--- src/rtl/pllseq_pkg.sv ---
package pllseq_pkg;

  localparam int MODE_W    = 3;
  localparam int MODE_OUT  = 0;
  localparam int MODE_NBYP = 1;
  localparam int MODE_NRST = 2;

  typedef enum logic [2:0] {
    ST_OFF  = 3'd0,
    ST_GAP  = 3'd1,
    ST_WAIT = 3'd2,
    ST_ON   = 3'd3,
    ST_FAIL = 3'd4
  } seq_state_t;

  typedef enum logic [1:0] {
    ORD_STD  = 2'b00,
    ORD_ALT  = 2'b01,
    ORD_POLL = 2'b10
  } order_t;

  function automatic order_t decode_order(input logic [1:0] sel);
    case (sel)
      2'b01:   return ORD_ALT;
      2'b10:   return ORD_POLL;
      default: return ORD_STD;
    endcase
  endfunction

  function automatic int max2(input int a, input int b);
    return (a > b) ? a : b;
  endfunction

endpackage

--- src/rtl/pllseq_us_tick.sv ---
module pllseq_us_tick #(
  parameter int CLK_PER_US = 100
) (
  input  logic clk,
  input  logic rst_n,
  input  logic restart,
  output logic tick
);
  generate
    if (CLK_PER_US <= 1) begin : g_pass
      logic unused_restart;
      assign unused_restart = restart;
      assign tick = 1'b1;
    end else begin : g_div
      localparam int PW = $clog2(CLK_PER_US);
      localparam logic [PW-1:0] LAST = PW'(CLK_PER_US - 1);
      logic [PW-1:0] pc_q;
      always_ff @(posedge clk or negedge rst_n) begin
        if (!rst_n)             pc_q <= '0;
        else if (restart)       pc_q <= '0;
        else if (pc_q == LAST)  pc_q <= '0;
        else                    pc_q <= pc_q + 1'b1;
      end
      assign tick = (pc_q == LAST);
    end
  endgenerate
endmodule

--- src/rtl/pllseq_tick_count.sv ---
module pllseq_tick_count #(
  parameter int CW = 8
) (
  input  logic          clk,
  input  logic          rst_n,
  input  logic          restart,
  input  logic          tick,
  input  logic [CW-1:0] limit,
  output logic          last
);
  logic [CW-1:0] cnt_q;

  always_ff @(posedge clk or negedge rst_n) begin
    if (!rst_n)       cnt_q <= '0;
    else if (restart) cnt_q <= '0;
    else if (tick)    cnt_q <= cnt_q + 1'b1;
  end

  assign last = tick && (cnt_q == (limit - 1'b1));
endmodule

--- src/rtl/pllseq_top.sv ---
module pllseq_top
  import pllseq_pkg::*;
#(
  parameter int CLK_PER_US   = 100,
  parameter int BYP_GAP_US   = 10,
  parameter int STD_LOCK_US  = 50,
  parameter int ALT_LOCK_US  = 60,
  parameter int POLL_SAMPLES = 200
) (
  input  logic              clk,
  input  logic              rst_n,
  input  logic              en_req_i,
  input  logic              lock_i,
  input  logic [1:0]        order_sel_i,
  output logic [MODE_W-1:0] mode_o,
  output logic              done_o,
  output logic              timeout_err_o,
  output logic              handoff_en_o
);
  localparam int MAX_US = max2(max2(BYP_GAP_US, STD_LOCK_US), max2(ALT_LOCK_US, POLL_SAMPLES));
  localparam int CW     = $clog2(MAX_US + 1);

  localparam logic [MODE_W-1:0] M_OFF  = '0;
  localparam logic [MODE_W-1:0] M_NBYP = MODE_W'(1) << MODE_NBYP;
  localparam logic [MODE_W-1:0] M_NRST = MODE_W'(1) << MODE_NRST;
  localparam logic [MODE_W-1:0] M_OUT  = MODE_W'(1) << MODE_OUT;
  localparam logic [MODE_W-1:0] M_BOTH = M_NBYP | M_NRST;
  localparam logic [MODE_W-1:0] M_ALL  = M_BOTH | M_OUT;

  seq_state_t        st_q, st_d;
  order_t            ord_q, ord_d;
  logic [MODE_W-1:0] mode_q, mode_d;
  logic              err_q, err_d;
  logic              restart, tick, last;
  logic [CW-1:0]     limit;

  pllseq_us_tick #(.CLK_PER_US(CLK_PER_US)) u_tick (
    .clk(clk), .rst_n(rst_n), .restart(restart), .tick(tick)
  );

  pllseq_tick_count #(.CW(CW)) u_cnt (
    .clk(clk), .rst_n(rst_n), .restart(restart), .tick(tick),
    .limit(limit), .last(last)
  );

  always_comb begin
    limit = CW'(BYP_GAP_US);
    if (st_q == ST_WAIT) begin
      case (ord_q)
        ORD_ALT:  limit = CW'(ALT_LOCK_US);
        ORD_POLL: limit = CW'(POLL_SAMPLES);
        default:  limit = CW'(STD_LOCK_US);
      endcase
    end
  end

  always_comb begin
    st_d   = st_q;
    ord_d  = ord_q;
    mode_d = mode_q;
    err_d  = err_q;
    if (!en_req_i) begin
      st_d   = ST_OFF;
      mode_d = M_OFF;
    end else begin
      case (st_q)
        ST_OFF: begin
          st_d   = ST_GAP;
          ord_d  = decode_order(order_sel_i);
          err_d  = 1'b0;
          mode_d = (decode_order(order_sel_i) == ORD_ALT) ? M_NRST : M_NBYP;
        end
        ST_GAP: begin
          if (last) begin
            st_d   = ST_WAIT;
            mode_d = M_BOTH;
          end
        end
        ST_WAIT: begin
          if (ord_q == ORD_POLL) begin
            if (tick && lock_i) begin
              st_d   = ST_ON;
              mode_d = M_ALL;
            end else if (last) begin
              st_d  = ST_FAIL;
              err_d = 1'b1;
            end
          end else if (last) begin
            st_d   = ST_ON;
            mode_d = M_ALL;
          end
        end
        default: ;
      endcase
    end
  end

  assign restart = (st_d != st_q);

  always_ff @(posedge clk or negedge rst_n) begin
    if (!rst_n) begin
      st_q   <= ST_OFF;
      ord_q  <= ORD_STD;
      mode_q <= M_OFF;
      err_q  <= 1'b0;
    end else begin
      st_q   <= st_d;
      ord_q  <= ord_d;
      mode_q <= mode_d;
      err_q  <= err_d;
    end
  end

  assign mode_o        = mode_q;
  assign done_o        = (st_q == ST_ON);
  assign timeout_err_o = err_q;
  assign handoff_en_o  = (mode_q == M_ALL);
endmodule

--- config.mk ---
export PLATFORM = sky130hd
export DESIGN_NAME = pllseq_top
export DESIGN_NICKNAME = d
export VERILOG_FILES = /design/src/rtl/pllseq_pkg.sv /design/src/rtl/pllseq_us_tick.sv /design/src/rtl/pllseq_tick_count.sv /design/src/rtl/pllseq_top.sv
export SDC_FILE = /design/constraint.sdc
export NUM_CORES = 1
export LEC_CHECK = 0
export CAP_MARGIN = 25
export CORE_MARGIN = 2
export CORE_UTILIZATION = 56
export CTS_CLUSTER_DIAMETER = 150
export DETAILED_ROUTE_END_ITERATION = 10
export PLACE_DENSITY = 0.88
export REMOVE_ABC_BUFFERS = 1
export SLEW_MARGIN = 20
export SYNTH_ARGS = -nofsm -noshare
export SYNTH_HDL_FRONTEND = slang
export SYNTH_HIERARCHICAL = 1
export SYNTH_SLANG_ARGS = --single-unit
--- constraint.sdc ---
create_clock -name clk -period 5.55 [get_ports clk]
set_clock_uncertainty 0.05 [all_clocks]
set_input_delay 1.11 -clock clk [delete_from_list [all_inputs] [get_ports clk]]
set_output_delay 1.11 -clock clk [all_outputs]
set_load 0.05 [all_outputs]
==> reports/summary.log, run 1 <==
INFO  power_and_ir_drop vdd_ir_drop_max=237uV
INFO  run_status     run_status=finished clean
INFO  layout         sequential_cell_area=601um^2
INFO  clocking       postCtsSetupBuffers=0
INFO  logic_synthesis synth_seq_cells=24
INFO  logic_synthesis synthDominantCellAreaShare=0.386
INFO  routing        vias=1235
INFO  timing         transition_at_the_pin_with_the_smallest_max_transition_slack=789ps
INFO  routing        ant_nets=0
INFO  clocking       clock_tree.root_cell=sky130_fd_sc_hd__clkbuf_4
INFO  place          place.detailed.instances=209
INFO  routing        post_drt_via_cell_ratio=5.80
INFO  timing         slew-limit-headroom=0.473
INFO  clocking       postCtsResizedCells=0
INFO  clocking       cts_sinks=24
INFO  clocking       register_clock_pin_slew_on_the_reported_worst_setup_and_hold_paths=120ps
INFO  min_path       min_path_type=reg -> reg
INFO  timing         report.final.setup_viol=0
INFO  logic_synthesis postSynth.topFlopCell=sky130_fd_sc_hd__dfrtp_1
INFO  die            width_of_the_chip=56.7um
INFO  layout         post_route_insts_no_fill=213
INFO  logic_synthesis yosys.cell_types.count=51
INFO  logic_synthesis postSynthCellCount=169
INFO  layout         num-fill-cells=223
INFO  global_routing grt_first_pass_wirelength=5420um
INFO  layout         multi_input_comb_area=887um^2
INFO  clocking       tritoncts=done
INFO  logic_synthesis async_flop_share=1.00
INFO  place          place_congestion=0.918
INFO  setup_path     critical_path.startpoint_type=flop
INFO  logic_synthesis synth.area.top_cells=sky130_fd_sc_hd__dfrtp_1 39%, sky130_fd_sc_hd__xor2_1 5.6%, sky130_fd_sc_hd__nor2_1 5.6%
INFO  layout         post_route_cells_drive_above_1_share=0.0769
INFO  setup_path     cp_data_required_time=5690ps
INFO  clocking       htreeDepth=1
INFO  setup_path     critical_path_peak_fanout=14
INFO  layout         final_util=0.644
INFO  setup_path     timing.critical_path.to=u_cnt/cnt_q[7]
INFO  place          port-buffer-count=11
INFO  timing         setup_tns=0ps
INFO  die            floorplan.die.height=56.7um
INFO  setup_path     crit-reg2reg-capture=u_cnt/cnt_q[7]
INFO  global_routing first_global_vias=1262
INFO  setup_path     startpoint_of_the_most_critical_setup_path=st_q[1]
INFO  clocking       max-clock-path-buffers=2
INFO  die            placeableCoreArea=2690um^2
INFO  layout         antenna_cells_inserted=0
INFO  die            design.portCount=12
INFO  setup_path     crit_path_end_kind=flop
INFO  timing         fin_worst_hold_slack=431ps
INFO  clocking       worstSkewPairLatency=300ps
INFO  power_and_ir_drop p_per_area=214nW/um^2
INFO  timing         min_period_over_period=0.830
INFO  global_routing sum_of_overflow_across_all_layers_after_global_routing=0
INFO  logic_synthesis synthDominantAreaCellType=sky130_fd_sc_hd__dfrtp_1
INFO  global_routing antenna_found_initial=0
INFO  routing        wire_per_inst=14.3um
INFO  layout         count_of_nets_after_finishing=195
INFO  power_and_ir_drop cellLeakagePower=0.715nW
INFO  die            start_util=0.578
INFO  routing        initialDrtViolationCount=63
INFO  routing        drc_violation_count_after_routing=0
INFO  timing         max_freq=217MHz
INFO  timing         final-max-slew-violation-count=0
INFO  routing        finalWirelength=3040um
INFO  global_routing groute.usage.overall=0.214
INFO  setup_path     worst_ep_arrival_time=4750ps
INFO  logic_synthesis synth_area=1550um^2
INFO  flow_run       timing.max_cap.violations=0
INFO  setup_path     timing.rr.start=st_q[1]
INFO  setup_path     reg_to_reg_setup_timing_slack=940ps
INFO  logic_synthesis edff_count_synth=0
INFO  timing         period_needed=4610ps
INFO  setup_path     worst-r2r-cell-count=17
INFO  die            dieArea=3210um^2
INFO  clocking       tritoncts.num_buffers=3
INFO  layout         area_growth=11.3%
INFO  die            fp-row-count=19
INFO  clocking       cts_hold_buf=0
INFO  global_routing grt_max_degree=15
INFO  logic_synthesis sequential_fraction_of_the_synthesis_area=0.386
INFO  routing        firstDrtPassIters=4
INFO  logic_synthesis ys_warn_count=6
INFO  timing         rsz0062_at_grt=no
INFO  timing         hold_violations=0
INFO  logic_synthesis syn_area_per_cell=9.20um^2
INFO  power_and_ir_drop power.total=0.370mW
INFO  setup_path     critical_setup_path_class=reg -> reg
INFO  place          dp_hpwl=2400um
state kept, by name (all words and copies together) (netlist names):
register           cells
st_q                   3
mode_o                 3
timeout_err_o          1
ord_q                  2
u_cnt/cnt_q            8
u_tick/g_div.pc_q      7
logic make-up after synthesis:
group | Yosys count | share of synthesized area
other | 1 | 0.00241
XOR/XNOR | 18 | 0.101
flip-flops | 24 | 0.386
adder cells (fa/ha/maj) | 6 | 0.0483
multiplexers | 3 | 0.0201
buffers and inverters | 16 | 0.0475
AND/OR/NAND/NOR | 70 | 0.244
AO/OA/AOI/OAI | 31 | 0.150
cells in the final DEF, fill, tap and decap left out, drive strengths merged, types with 3 or more instances in the layout:
| cell type | instances |
|---|---|
| nor2 | 23 |
| nor3 | 6 |
| xnor2 | 8 |
| or3 | 3 |
| o21ai | 5 |
| nand2b | 7 |
| xor2 | 10 |
| clkdlybuf4s50 | 11 |
| nand3 | 5 |
| a21oi | 7 |
| nand2 | 9 |
| ha | 6 |
| inv | 11 |
| clkbuf | 4 |
| nand4 | 4 |
| conb | 3 |
| dfrtp | 24 |
per-stage QoR:
step | worst slack (ps) | instance area (um^2)
global placement | 1300 | 1680
detailed placement | 1000 | 1690
global route | 515 | 1730
floorplan | 1600 | 1530
CTS | 949 | 1730
finish | 943 | 1730
final cells by class:
type / count / area share
clock buffers: 4 / 0.0210
inverters: 11 / 0.0239
multi-input cells: 131 / 0.513
flip-flops and latches: 24 / 0.347
well taps: 31 / 0.0224
repair buffers: 12 / 0.0724
report_power, final:
part | switching (mW) | total, mW | internal (mW)
clock network | 0.0477 | 0.0877 | 0.0400
registers | 0.0125 | 0.201 | 0.188
logic | 0.0487 | 0.0816 | 0.0329
worst min path at each step:
stage	from	end	slack (ps)	cells past startpoint
after global routing	u_tick/g_div.pc_q[0]	u_tick/g_div.pc_q[0]	440	1
after CTS	u_tick/g_div.pc_q[0]	u_tick/g_div.pc_q[0]	430	1
after floorplan	u_tick/g_div.pc_q[0]	u_tick/g_div.pc_q[0]	380	1
after global placement	u_tick/g_div.pc_q[0]	u_tick/g_div.pc_q[0]	400	1
after detailed placement	u_tick/g_div.pc_q[0]	u_tick/g_div.pc_q[0]	420	1
final	u_tick/g_div.pc_q[0]	u_tick/g_div.pc_q[0]	430	1
Yosys cell counts, types with 2 or more instances:
library cell / n
sky130_fd_sc_hd__nand3_1: 4
sky130_fd_sc_hd__xor2_1: 10
sky130_fd_sc_hd__nor2_1: 23
sky130_fd_sc_hd__mux2i_1: 2
sky130_fd_sc_hd__nor3b_1: 2
sky130_fd_sc_hd__inv_1: 11
sky130_fd_sc_hd__o21ai_0: 5
sky130_fd_sc_hd__xnor2_1: 8
sky130_fd_sc_hd__nand4_1: 4
sky130_fd_sc_hd__nand2b_1: 7
sky130_fd_sc_hd__dfrtp_1: 24
sky130_fd_sc_hd__nand2_1: 9
sky130_fd_sc_hd__a21oi_1: 7
sky130_fd_sc_hd__a211oi_1: 2
sky130_fd_sc_hd__nor3_1: 5
sky130_fd_sc_hd__ha_1: 6
sky130_fd_sc_hd__and3_1: 2
sky130_fd_sc_hd__a21boi_0: 2
sky130_fd_sc_hd__or3_1: 3
sky130_fd_sc_hd__a41oi_1: 2
metal layers:
metal  part of all wire  GRT usage  up-vias
met5                  0          0        -
li1                   -          -      613
met4             0.0039     0.0714        0
met2               0.49      0.344       34
met3              0.044     0.0415        2
met1               0.46      0.290      586
worst max-delay path: stages (launching register included):
cell                        delay (ps)
sky130_fd_sc_hd__dfrtp_1           570
sky130_fd_sc_hd__or3b_4            450
sky130_fd_sc_hd__or2_2             320
sky130_fd_sc_hd__inv_1              70
sky130_fd_sc_hd__ha_1              160
sky130_fd_sc_hd__nand2b_1          100
sky130_fd_sc_hd__nor4_1            270
sky130_fd_sc_hd__xnor2_1           160
sky130_fd_sc_hd__nand4_1           130
sky130_fd_sc_hd__a2111oi_2         730
sky130_fd_sc_hd__nor2_1            150
sky130_fd_sc_hd__o21a_1            240
sky130_fd_sc_hd__o211ai_2          380
sky130_fd_sc_hd__nor2_1             90
sky130_fd_sc_hd__nor3_1            230
sky130_fd_sc_hd__nand4_1           160
sky130_fd_sc_hd__xor2_1            160
sky130_fd_sc_hd__nor2_1             60
Power figures use the tool's default switching activity.
==> run 2, diff against run 1 <==
==> constraint.sdc (replaced) <==
create_clock -name clk -period 4.4 [get_ports clk]
set_clock_uncertainty 0.05 [all_clocks]
set_input_delay 0.88 -clock clk [delete_from_list [all_inputs] [get_ports clk]]
set_output_delay 0.88 -clock clk [all_outputs]
set_load 0.05 [all_outputs]
==> run 2 against run 1 <==
Critical path depth grew 1. Clock-buffer cell count is the same. Global-route usage grew 1.9 points. Fmax grew 13%. Via count grew 4.1%. Worst setup slack lost 610 ps. Wire length grew 8.4%. Sequential share of layout area shrank 0.59 points.
==> reports/summary.log, run 2 (synthesis gave the netlist of run 1 again) <==
INFO  layout         largest_register_ff_count=8 [unchanged]
INFO  routing        firstDrtPassIters=4 [unchanged]
INFO  run_status     run_status=finished clean
INFO  clocking       max-clock-path-buffers=2 [unchanged]
INFO  layout         count_of_nets_after_finishing=199 [+2.1%]
INFO  layout         layout_commonest_cell=sky130_fd_sc_hd__dfrtp_1
INFO  timing         final-max-slew-violation-count=0 [unchanged]
INFO  layout         sequential_cell_area=601um^2 [unchanged]
INFO  die            dieArea=3210um^2 [unchanged]
INFO  place          place.detailed.instances=213 [+1.9%]
INFO  routing        ant_nets=0 [unchanged]
INFO  global_routing first_global_vias=1259 [-0.24%]
INFO  die            floorplan.die.height=56.7um [unchanged]
INFO  setup_path     crit_path_end_kind=flop
INFO  timing         slew-limit-headroom=0.594 [+0.121]
INFO  timing         period_needed=4070ps [-537 ps]
INFO  power_and_ir_drop vdd_ir_drop_max=258uV [+8.9%]
INFO  layout         multi_input_comb_area=887um^2 [unchanged]
INFO  global_routing antenna_found_initial=0 [unchanged]
INFO  layout         post_route_insts_no_fill=217 [+1.9%]
INFO  layout         layout_common_cells=24 x sky130_fd_sc_hd__dfrtp_1, 23 x sky130_fd_sc_hd__nor2_1, 11 x sky130_fd_sc_hd__inv_1, 11 x sky130_fd_sc_hd__clkdlybuf4s50_1, 10 x sky130_fd_sc_hd__xor2_1
INFO  clocking       register_clock_pin_slew_on_the_reported_worst_setup_and_hold_paths=130ps [about the same]
INFO  global_routing grt_max_degree=14 [-1]
INFO  power_and_ir_drop cellLeakagePower=0.736nW [+3.0%]
INFO  routing        finalWirelength=3290um [+8.4%]
INFO  clocking       cts_sinks=24 [unchanged]
INFO  power_and_ir_drop p_per_area=272nW/um^2 [+27%]
INFO  clocking       htreeDepth=1 [unchanged]
INFO  timing         setup_tns=0ps [unchanged]
INFO  layout         post_route_cells_drive_above_1_share=0.0968 [+0.0199]
INFO  power_and_ir_drop power.total=0.478mW [+29%]
INFO  layout         area_growth=13.2%
INFO  setup_path     cp_data_required_time=4580ps [-1110 ps]
INFO  setup_path     worst_ep_arrival_time=4250ps [-500 ps]
INFO  timing         max_freq=246MHz [+13%]
INFO  die            width_of_the_chip=56.7um [unchanged]
INFO  routing        initialDrtViolationCount=82 [+30%]
INFO  die            design.portCount=12 [unchanged]
INFO  setup_path     critical_path_peak_fanout=10 [-4]
INFO  clocking       worstSkewPairLatency=320ps [+20 ps]
INFO  global_routing groute.usage.overall=0.234 [+0.0191]
INFO  setup_path     critical_path.startpoint_type=flop
INFO  timing         rsz0062_at_grt=no
INFO  global_routing grt_first_pass_wirelength=5810um [+7.1%]
INFO  global_routing sum_of_overflow_across_all_layers_after_global_routing=0 [unchanged]
INFO  clocking       clock_tree.root_cell=sky130_fd_sc_hd__clkbuf_4
INFO  layout         largest_register=u_cnt/cnt_q
INFO  routing        wire_per_inst=15.2um [+6.4%]
INFO  clocking       postCtsResizedCells=0 [unchanged]
INFO  clocking       tritoncts.num_buffers=3 [unchanged]
INFO  clocking       tritoncts=done
INFO  setup_path     critical_setup_path_class=reg -> reg
INFO  place          place_congestion=0.900 [-2.0%]
INFO  clocking       postCtsSetupBuffers=0 [unchanged]
INFO  timing         report.final.setup_viol=0 [unchanged]
INFO  die            placeableCoreArea=2690um^2 [unchanged]
INFO  place          dp_hpwl=2570um [+7.1%]
INFO  timing         fin_worst_hold_slack=423ps [-7.58 ps]
INFO  timing         transition_at_the_pin_with_the_smallest_max_transition_slack=607ps [-182 ps]
INFO  place          port-buffer-count=11 [unchanged]
INFO  layout         num-fill-cells=215 [-3.6%]
INFO  routing        vias=1286 [+4.1%]
INFO  min_path       min_path_type=reg -> reg
INFO  die            start_util=0.578 [unchanged]
INFO  flow_run       timing.max_cap.violations=0 [unchanged]
INFO  timing         hold_violations=0 [unchanged]
INFO  routing        drc_violation_count_after_routing=0 [unchanged]
INFO  die            fp-row-count=19 [unchanged]
INFO  clocking       cts_hold_buf=0 [unchanged]
INFO  routing        post_drt_via_cell_ratio=5.93 [+2.2%]
INFO  layout         top_registers=u_cnt/cnt_q (8), u_tick/g_div.pc_q (7)
INFO  layout         antenna_cells_inserted=0 [unchanged]
INFO  timing         min_period_over_period=0.925 [+0.0950]
run 2: changes by cell type in the layout (fill, tap and decap cells not counted):
cell / delta
sky130_fd_sc_hd__buf_4: +4
run 2: cell type report:
cell class | instances | area share
Sequential cell | 24 | 0.341
Multi-Input combinational cell | 131 | 0.504
Tap cell | 31 | 0.0220
Clock buffer | 4 | 0.0206
Inverter | 11 | 0.0235
Timing Repair Buffer | 16 | 0.0882
run 2: per-layer routing:
| metal | wire, um | global-route usage | up-vias |
|---|---|---|---|
| li1 | - | - | 627 |
| met1 | 1420 | 0.303 | 613 |
| met2 | 1670 | 0.384 | 41 |
| met3 | 160 | 0.0484 | 5 |
| met4 | 37 | 0.0850 | 0 |
| met5 | 0 | 0 | - |
run 2: final timing paths:
path                       slack [ps]                    to  depth (start not counted)                  from
min in group asynchronous         870        u_cnt/cnt_q[7]                          1                 rst_n
max                               330        u_cnt/cnt_q[7]                         18               st_q[2]
max in group asynchronous        2930  u_tick/g_div.pc_q[1]                          2                 rst_n
min                               420  u_tick/g_div.pc_q[0]                          1  u_tick/g_div.pc_q[0]
max reg2reg                       330        u_cnt/cnt_q[7]                         18               st_q[2]
min reg2reg                       420  u_tick/g_div.pc_q[0]                          1  u_tick/g_div.pc_q[0]
run 2: power by group:
part | total [mW] | switching [mW] | internal, mW
Clock | 0.117 | 0.0666 | 0.0507
Sequential | 0.253 | 0.0160 | 0.237
Combinational | 0.107 | 0.0641 | 0.0433
Total | 0.478 | 0.147 | 0.331
run 2: metrics by stage:
| step | setup slack, ps | cell area, um^2 | utilization |
|---|---|---|---|
| after floorplan | 450 | 1530 | - |
| after detailed placement | 369 | 1720 | 0.641 |
| after global routing | 6.03 | 1760 | 0.655 |
| final | 329 | 1760 | 0.655 |
| after CTS | 341 | 1760 | 0.655 |
| after global placement | 628 | 1710 | 0.636 |
run 2: critical path, stage by stage (launching register included):
cell,delay [ps]
sky130_fd_sc_hd__dfrtp_1,500
sky130_fd_sc_hd__or3b_4,450
sky130_fd_sc_hd__or2_2,320
sky130_fd_sc_hd__inv_1,70
sky130_fd_sc_hd__ha_1,170
sky130_fd_sc_hd__nand2b_1,100
sky130_fd_sc_hd__nor4_1,270
sky130_fd_sc_hd__xnor2_1,180
sky130_fd_sc_hd__nand4_1,140
sky130_fd_sc_hd__a2111oi_2,330
sky130_fd_sc_hd__buf_4,220
sky130_fd_sc_hd__nor3b_1,260
sky130_fd_sc_hd__o21ai_0,140
sky130_fd_sc_hd__o211ai_2,110
sky130_fd_sc_hd__nor2_1,80
sky130_fd_sc_hd__nor3_1,200
sky130_fd_sc_hd__nand4_1,140
sky130_fd_sc_hd__xor2_1,170
sky130_fd_sc_hd__nor2_1,60
